File: src/rtl/nvs_pkg.sv
package nvs_pkg;
  typedef enum logic [2:0] {
    ST_IDLE,
    ST_GRACE,
    ST_ERASE,
    ST_PROG,
    ST_RECALL
  } xfer_state_e;
endpackage

File: src/rtl/nvs_seq_detect.sv
module nvs_seq_detect #(
  parameter int ADDR_W = 15,
  parameter int SEQ_LEN = 6,
  parameter logic [SEQ_LEN*ADDR_W-1:0] SEQ_ADDRS = '0
) (
  input  logic              clk,
  input  logic              rst_n,
  input  logic              rd_start,
  input  logic              wr_start,
  input  logic [ADDR_W-1:0] addr,
  output logic              fire
);
  localparam int STEP_W = $clog2(SEQ_LEN);
  localparam logic [STEP_W-1:0] LAST = STEP_W'(SEQ_LEN - 1);

  logic [STEP_W-1:0] step;
  logic [SEQ_LEN-1:0] hit;

  for (genvar i = 0; i < SEQ_LEN; i++) begin : g_cmp
    assign hit[i] = (addr == SEQ_ADDRS[i*ADDR_W +: ADDR_W]);
  end

  logic match;
  assign match = hit[step];
  assign fire  = rd_start & match & (step == LAST);

  always_ff @(posedge clk or negedge rst_n) begin
    if (!rst_n) step <= '0;
    else if (wr_start) step <= '0;
    else if (rd_start) begin
      if (!match || step == LAST) step <= '0;
      else step <= step + 1'b1;
    end
  end

  // the match pointer never leaves the sequence
  a_r9_step_bound: assert property (@(posedge clk) disable iff (!rst_n)
    step <= LAST);
  // a write start always resets the match
  a_r9_write_resets: assert property (@(posedge clk) disable iff (!rst_n)
    wr_start |=> step == '0);
endmodule

File: src/rtl/nvs_access_gate.sv
module nvs_access_gate (
  input  logic clk,
  input  logic rst_n,
  input  logic host_ce,
  input  logic host_rd,
  input  logic host_wr,
  input  logic pin_high,
  input  logic xfer,
  output logic sram_rd,
  output logic sram_wr,
  output logic rd_start,
  output logic wr_start,
  output logic wr_done
);
  logic rd_prev, wr_prev, wr_live;
  logic rd_act, wr_act, wr_grant;

  assign rd_act   = host_ce & host_rd;
  assign wr_act   = host_ce & host_wr;
  assign rd_start = rd_act & ~rd_prev;
  assign wr_start = wr_act & ~wr_prev;
  // a write keeps its grant once given; a new one needs the pin released
  assign wr_grant = ~xfer & (wr_live | (wr_start & pin_high));
  assign sram_wr  = wr_act & wr_grant;
  assign sram_rd  = rd_act & ~xfer;
  assign wr_done  = wr_live & ~wr_act & ~xfer;

  always_ff @(posedge clk or negedge rst_n) begin
    if (!rst_n) begin
      rd_prev <= 1'b0;
      wr_prev <= 1'b0;
      wr_live <= 1'b0;
    end else begin
      rd_prev <= rd_act;
      wr_prev <= wr_act;
      wr_live <= xfer ? 1'b0 : (wr_act & wr_grant);
    end
  end

  // a write cannot be granted anew while the pin is held low
  a_r7_no_new_write: assert property (@(posedge clk) disable iff (!rst_n)
    (wr_start && !pin_high) |-> !sram_wr);
endmodule

File: src/rtl/nvs_xfer_fsm.sv
module nvs_xfer_fsm
  import nvs_pkg::*;
#(
  parameter int GRACE_CYC = 8
) (
  input  logic clk,
  input  logic rst_n,
  input  logic pwr_fail,
  input  logic hw_fall,
  input  logic sw_fire,
  input  logic recall_req,
  input  logic wr_done,
  input  logic nv_done,
  output logic nv_erase,
  output logic nv_program,
  output logic nv_recall,
  output logic xfer,
  output logic busy_low,
  output logic dirty
);
  localparam int CNT_W = $clog2(GRACE_CYC + 1);
  localparam logic [CNT_W-1:0] GRACE_LAST = CNT_W'(GRACE_CYC - 1);

  xfer_state_e state, nxt;
  logic [CNT_W-1:0] gcnt;

  always_comb begin
    nxt = state;
    unique case (state)
      ST_IDLE: begin
        if (pwr_fail && dirty) nxt = ST_ERASE;
        else if (hw_fall)      nxt = ST_GRACE;
        else if (sw_fire)      nxt = ST_ERASE;
        else if (recall_req)   nxt = ST_RECALL;
      end
      ST_GRACE:  if (gcnt == GRACE_LAST) nxt = dirty ? ST_ERASE : ST_IDLE;
      ST_ERASE:  if (nv_done) nxt = ST_PROG;
      ST_PROG:   if (nv_done) nxt = ST_IDLE;
      ST_RECALL: if (nv_done) nxt = ST_IDLE;
      default:   nxt = ST_IDLE;
    endcase
  end

  always_ff @(posedge clk or negedge rst_n) begin
    if (!rst_n) begin
      state <= ST_IDLE;
      gcnt  <= '0;
      dirty <= 1'b0;
    end else begin
      state <= nxt;
      gcnt  <= (state == ST_GRACE) ? gcnt + 1'b1 : '0;
      if ((state == ST_PROG || state == ST_RECALL) && nv_done) dirty <= 1'b0;
      else if (wr_done) dirty <= 1'b1;
    end
  end

  assign nv_erase   = (state == ST_ERASE);
  assign nv_program = (state == ST_PROG);
  assign nv_recall  = (state == ST_RECALL);
  assign xfer       = nv_erase | nv_program | nv_recall;
  assign busy_low   = nv_erase | nv_program;

  // program is only ever entered from erase
  a_r10_prog_after_erase: assert property (@(posedge clk) disable iff (!rst_n)
    $rose(nv_program) |-> $past(nv_erase));
  // finishing a transfer leaves the flag clear
  a_r3_clear_on_finish: assert property (@(posedge clk) disable iff (!rst_n)
    ($fell(nv_program) || $fell(nv_recall)) |-> !dirty);
  // a power-fail flag with dirty data in idle skips the grace window
  a_r11_pf_direct: assert property (@(posedge clk) disable iff (!rst_n)
    (state == ST_IDLE && pwr_fail && dirty) |=> nv_erase);
endmodule

File: src/rtl/nvs_store_ctrl.sv
module nvs_store_ctrl #(
  parameter int ADDR_W = 15,
  parameter int SEQ_LEN = 6,
  parameter int GRACE_CYC = 8,
  parameter logic [SEQ_LEN*ADDR_W-1:0] SEQ_ADDRS = {
    15'h30C3, 15'h0F3C, 15'h21F0, 15'h1E0F, 15'h35A3, 15'h0A5C}
) (
  input  logic              clk,
  input  logic              rst_n,
  input  logic              host_ce,
  input  logic              host_rd,
  input  logic              host_wr,
  input  logic [ADDR_W-1:0] host_addr,
  output logic              sram_rd,
  output logic              sram_wr,
  input  logic              hsb_in,
  output logic              hsb_drive_low,
  input  logic              pwr_fail,
  input  logic              recall_req,
  input  logic              nv_done,
  output logic              nv_erase,
  output logic              nv_program,
  output logic              nv_recall,
  output logic              dirty
);
  logic hsb_prev, hw_fall, xfer, busy_low;
  logic rd_start, wr_start, wr_done, sw_fire;

  always_ff @(posedge clk or negedge rst_n) begin
    if (!rst_n) hsb_prev <= 1'b1;
    else        hsb_prev <= hsb_in;
  end
  assign hw_fall = hsb_prev & ~hsb_in;

  nvs_access_gate u_gate (
    .clk(clk), .rst_n(rst_n), .host_ce(host_ce), .host_rd(host_rd),
    .host_wr(host_wr), .pin_high(hsb_in), .xfer(xfer),
    .sram_rd(sram_rd), .sram_wr(sram_wr), .rd_start(rd_start),
    .wr_start(wr_start), .wr_done(wr_done)
  );

  nvs_seq_detect #(.ADDR_W(ADDR_W), .SEQ_LEN(SEQ_LEN), .SEQ_ADDRS(SEQ_ADDRS)) u_seq (
    .clk(clk), .rst_n(rst_n), .rd_start(rd_start & ~xfer),
    .wr_start(wr_start), .addr(host_addr), .fire(sw_fire)
  );

  nvs_xfer_fsm #(.GRACE_CYC(GRACE_CYC)) u_fsm (
    .clk(clk), .rst_n(rst_n), .pwr_fail(pwr_fail), .hw_fall(hw_fall),
    .sw_fire(sw_fire), .recall_req(recall_req), .wr_done(wr_done),
    .nv_done(nv_done), .nv_erase(nv_erase), .nv_program(nv_program),
    .nv_recall(nv_recall), .xfer(xfer), .busy_low(busy_low), .dirty(dirty)
  );

  assign hsb_drive_low = busy_low;

  // reads are cut during every transfer phase
  a_r1_rd_blocked: assert property (@(posedge clk) disable iff (!rst_n)
    (nv_erase || nv_program || nv_recall) |-> !sram_rd);
  // writes are cut during every transfer phase
  a_r2_wr_blocked: assert property (@(posedge clk) disable iff (!rst_n)
    (nv_erase || nv_program || nv_recall) |-> !sram_wr);
  // busy pin is pulled during store phases only
  a_r8_busy_store: assert property (@(posedge clk) disable iff (!rst_n)
    (nv_erase || nv_program) |-> hsb_drive_low);
  // recall leaves the pin released
  a_r8_recall_no_busy: assert property (@(posedge clk) disable iff (!rst_n)
    nv_recall |-> !hsb_drive_low);
endmodule

File: config.mk
export PLATFORM = sky130hd
export DESIGN_NAME = nvs_store_ctrl
export DESIGN_NICKNAME = d
export VERILOG_FILES = /design/src/rtl/nvs_pkg.sv /design/src/rtl/nvs_seq_detect.sv /design/src/rtl/nvs_access_gate.sv /design/src/rtl/nvs_xfer_fsm.sv /design/src/rtl/nvs_store_ctrl.sv
export SDC_FILE = /design/constraint.sdc
export NUM_CORES = 1
export LEC_CHECK = 0
export BUFFER_PORTS_ARGS = -buffer_cell sky130_fd_sc_hd__clkbuf_2
export CAP_MARGIN = 5
export CORE_UTILIZATION = 40
export DETAILED_ROUTE_END_ITERATION = 10
export PLACE_DENSITY = 0.74
export SYNTH_ARGS = -nofsm -noshare
export SYNTH_HDL_FRONTEND = slang
export SYNTH_HIERARCHICAL = 1
export SYNTH_SLANG_ARGS = --single-unit
File: constraint.sdc
create_clock -name clk -period 3.5 [get_ports clk]
set_input_delay 0.35 -clock clk [delete_from_list [all_inputs] [get_ports clk]]
set_output_delay 0.35 -clock clk [all_outputs]
set_load 0.01 [all_outputs]
==> flow_metrics.py <==
metrics = {
    "cts": {
        "clockBufferDepth": 2,
        "clkTransAtPathRegs_ps": 90,
        "ctsRootBufferMaster": "clkbuf_4",
        "cts_tree": "yes",
        "numClockSinks": 15,
        "numCtsBuffers": 3,
        "h-tree-depth": 1,
        "post-cts-setup-buffer-count": 0,
        "clk_latency_ps": 280,
    },
    "layout": {
        "num-fill-cells": 223,
        "syn2layout_area_growth_pct": 21.6,
        "drive_gt1_share_pct": 37.5,
        "fin_nets": 172,
        "fin_cells": 174,
        "final_core_util_pct": 51.3,
        "antennaDiodeCount": 0,
    },
    "drt": {
        "final_antenna_net_count": 0,
        "avgViaCountPerCell": 5.52,
        "finalWirelength_um": 2180,
        "route.detailed.drc": 0,
        "wl_per_cell_um": 12.5,
        "num_vias": 961,
        "drt_iter0_drc": 21,
        "first_pass_iters": 5,
    },
    "global_route": {
        "grt_max_degree": 16,
        "grt_pass1_wl_um": 3670,
        "grt_pass1_vias": 914,
        "antenna_found_initial": 0,
        "grt_usage_pct": 18.5,
        "grt-ovfl-total": 0,
    },
    "sta": {
        "setup_tns_ps": 0,
        "finalMaxSlewViolations": 0,
        "min_period_over_period_pct": 75.9,
        "tightest_slew_ps": 368,
        "skew_ps": 4.87,
        "rsz0062_at_grt": "no",
        "setup_viol": 0,
        "finalWorstPathRequiredPeriod_ps": 2660,
        "max_clock_freq_ghz": 0.377,
        "finalHoldViolCount": 0,
        "relSlewSlack_pct": 75.3,
    },
    "logic_synthesis": {
        "ys_seq_area_share_pct": 36.4,
        "synth_area_um2": 1030,
        "synth_edf_count": 0,
        "synth_fp_nets": 136,
        "synthCells": 109,
        "netlist.area_leader.share_pct": 33.9,
        "ys_top_cells_by_area": "dfrtp_1, nand2_1, nor2_1",
        "yosys_warnings": 6,
        "avgSynthCellArea_um2": 9.49,
        "synth-main-ff-cell": "dfrtp_1",
        "yosysTopAreaCell": "dfrtp_1",
        "ys_types": 43,
        "synth_common_cells": "dfrtp_1, nand2_1, nor2_1",
        "ys_ff_latch": 15,
        "synth_most_common_cell": "dfrtp_1",
        "async_flop_share_pct": 100,
    },
    "floorplan": {
        "core_um2": 2450,
        "dieArea_um2": 2790,
        "dieHeight_um": 52.9,
        "start_util_pct": 42.2,
        "ioPinCount": 31,
        "die_w_um": 52.9,
        "row_count": 18,
    },
    "worst_setup_path": {
        "r2r.worst_path.cells": 14,
        "worstReg2RegEnd": "u_fsm/state[0]",
        "crit_end": "u_fsm/state[0]",
        "cp_cell_sequence": "nand2b_2 > inv_2 > nor2_4 > inv_1 > nor2b_4 > and3b_1 > nand4_1 > o22ai_2 > nor2_2 > and2b_2 > nor3_1 > nand2_1 > o221ai_2 > mux2i_1",
        "r2r_slack_ps": 840,
        "cp-start-kind": "flop",
        "path_class": "reg2reg",
        "crit_arrival_ps": 2860,
        "crit_path_start": "u_fsm/state[2]",
        "worst-endpoint-required_ps": 3710,
        "worst_setup_path_end_kind": "flop",
        "crit_slowest_cell": "dfrtp_1",
        "max_stage_delay_ps": 450,
        "crit_fanout": 6,
        "reg2reg_from": "u_fsm/state[2]",
    },
    "pwr": {
        "p_leak_uw": 0.000602,
        "vdd_drop_max_v": 0.000283,
        "finalPower_uw": 575,
        "powerDensity_nw_per_um2": 457,
    },
    "job": {
        "cap_violations": 0,
    },
    "placed_design": {
        "gp_congestion": 0.939,
        "port_buffers": 30,
        "dp_hpwl_um": 1760,
        "dpl.cell_count": 169,
    },
    "hold_path": {
        "hold_class": "in2reg",
    },
    "status": {
        "status": "finished, final reports clean",
    },
}
area by class of cell:
type / count / area [um2] / share of cell area [%]
clock buffer: 4 / 26.3 / 2.09
sequential: 15 / 377 / 29.9
multi-input combinational: 84 / 621 / 49.3
tap: 30 / 37.5 / 2.98
timing repair buffer: 31 / 160 / 12.7
inverter: 10 / 37.5 / 2.98
sequential cells by signal, indices dropped and copies added, names as in the netlist:
name,cells
hsb_prev,1
u_gate/rd_prev,1
u_fsm/state,3
u_fsm/gcnt,4
u_gate/wr_prev,1
u_seq/step,3
u_gate/wr_live,1
u_fsm/dirty,1
through the flow:
step | worst slack (ps) | cell area [um2] | hold WS, ps
finish | 844 | 1260 | 227
global route | 642 | 1260 | 209
CTS | 862 | 1260 | 213
detailed placement | 887 | 1220 | 280
global placement | 944 | 1220 | 283
floorplan | 1130 | 1030 | 54.4
critical path, delay by kind of cell (launching register included):
kind                   cells  cell delay (ps)
buffers and inverters      2              260
AO/OA/AOI/OAI              2              380
multiplexers               1              220
AND/OR/NAND/NOR            9             1280
flip-flops                 1              450
cells by family (layout without fill, tap and decap cells):
group                      count (synthesis)  in the layout  synth area share [%]
and+or+nand+nor                           60             60                  39.3
xor gates and xnor gates                   2              2                  1.69
DFF                                       15             15                  36.4
adders and majority gates                  3              3                  3.63
muxes                                      3              3                  2.90
buffers and inverters                     10             45                  3.63
AOI/OAI and AO/OA                         16             16                  12.5
placed cells by master, fill, tap and decap left out, types with 2 or more instances in the layout:
cell type	n
nand4_1	4
nor2_1	11
and4bb_2	2
o22ai_2	2
inv_2	3
a21oi_1	3
and4b_2	2
clkbuf_2	30
o41ai_1	2
nor2b_4	2
ha_1	3
and2_1	2
nor3_1	2
nor4b_1	2
mux2i_1	3
nor3b_1	4
a211oi_1	3
dfrtp_1	14
clkbuf_4	3
and3b_1	3
inv_1	7
nand2_1	12
worst min-delay path by stage:
stage / start / to / slack, ps / cells after the start
after floorplan: rst_n / u_fsm/dirty / 50 / 0
after global placement: rst_n / u_fsm/gcnt[2] / 280 / 1
after detailed placement: rst_n / u_fsm/gcnt[2] / 280 / 1
after CTS: hsb_in / hsb_prev / 210 / 1
after global routing: hsb_in / hsb_prev / 210 / 1
final: hsb_in / hsb_prev / 230 / 1
per-layer routing:
metal | global-route usage [%] | vias to the layer above | wire (um)
li1 | - | 470 | -
met1 | 20.5 | 447 | 881
met2 | 32.9 | 42 | 1120
met3 | 2.87 | 2 | 155
met4 | 10.5 | 0 | 27
met5 | 0 | - | 0
power breakdown:
group	leakage [uW]	total [uW]	switching (uW)	internal [uW]
sequential	0.000198	238	35.6	202
combinational	0.000388	241	142	99.3
clock	0.0000150	96.6	52.4	44.2
total	0.000602	575	230	346
timing repair:
| action | in CTS | in global routing |
|---|---|---|
| resized for setup | 0 | 0 |
| hold buffers | 1 | 0 |
| endpoints found under the setup margin | 0 | 0 |
| endpoints found under the hold margin | 14 | 0 |
(Power assumes the default switching activity.)
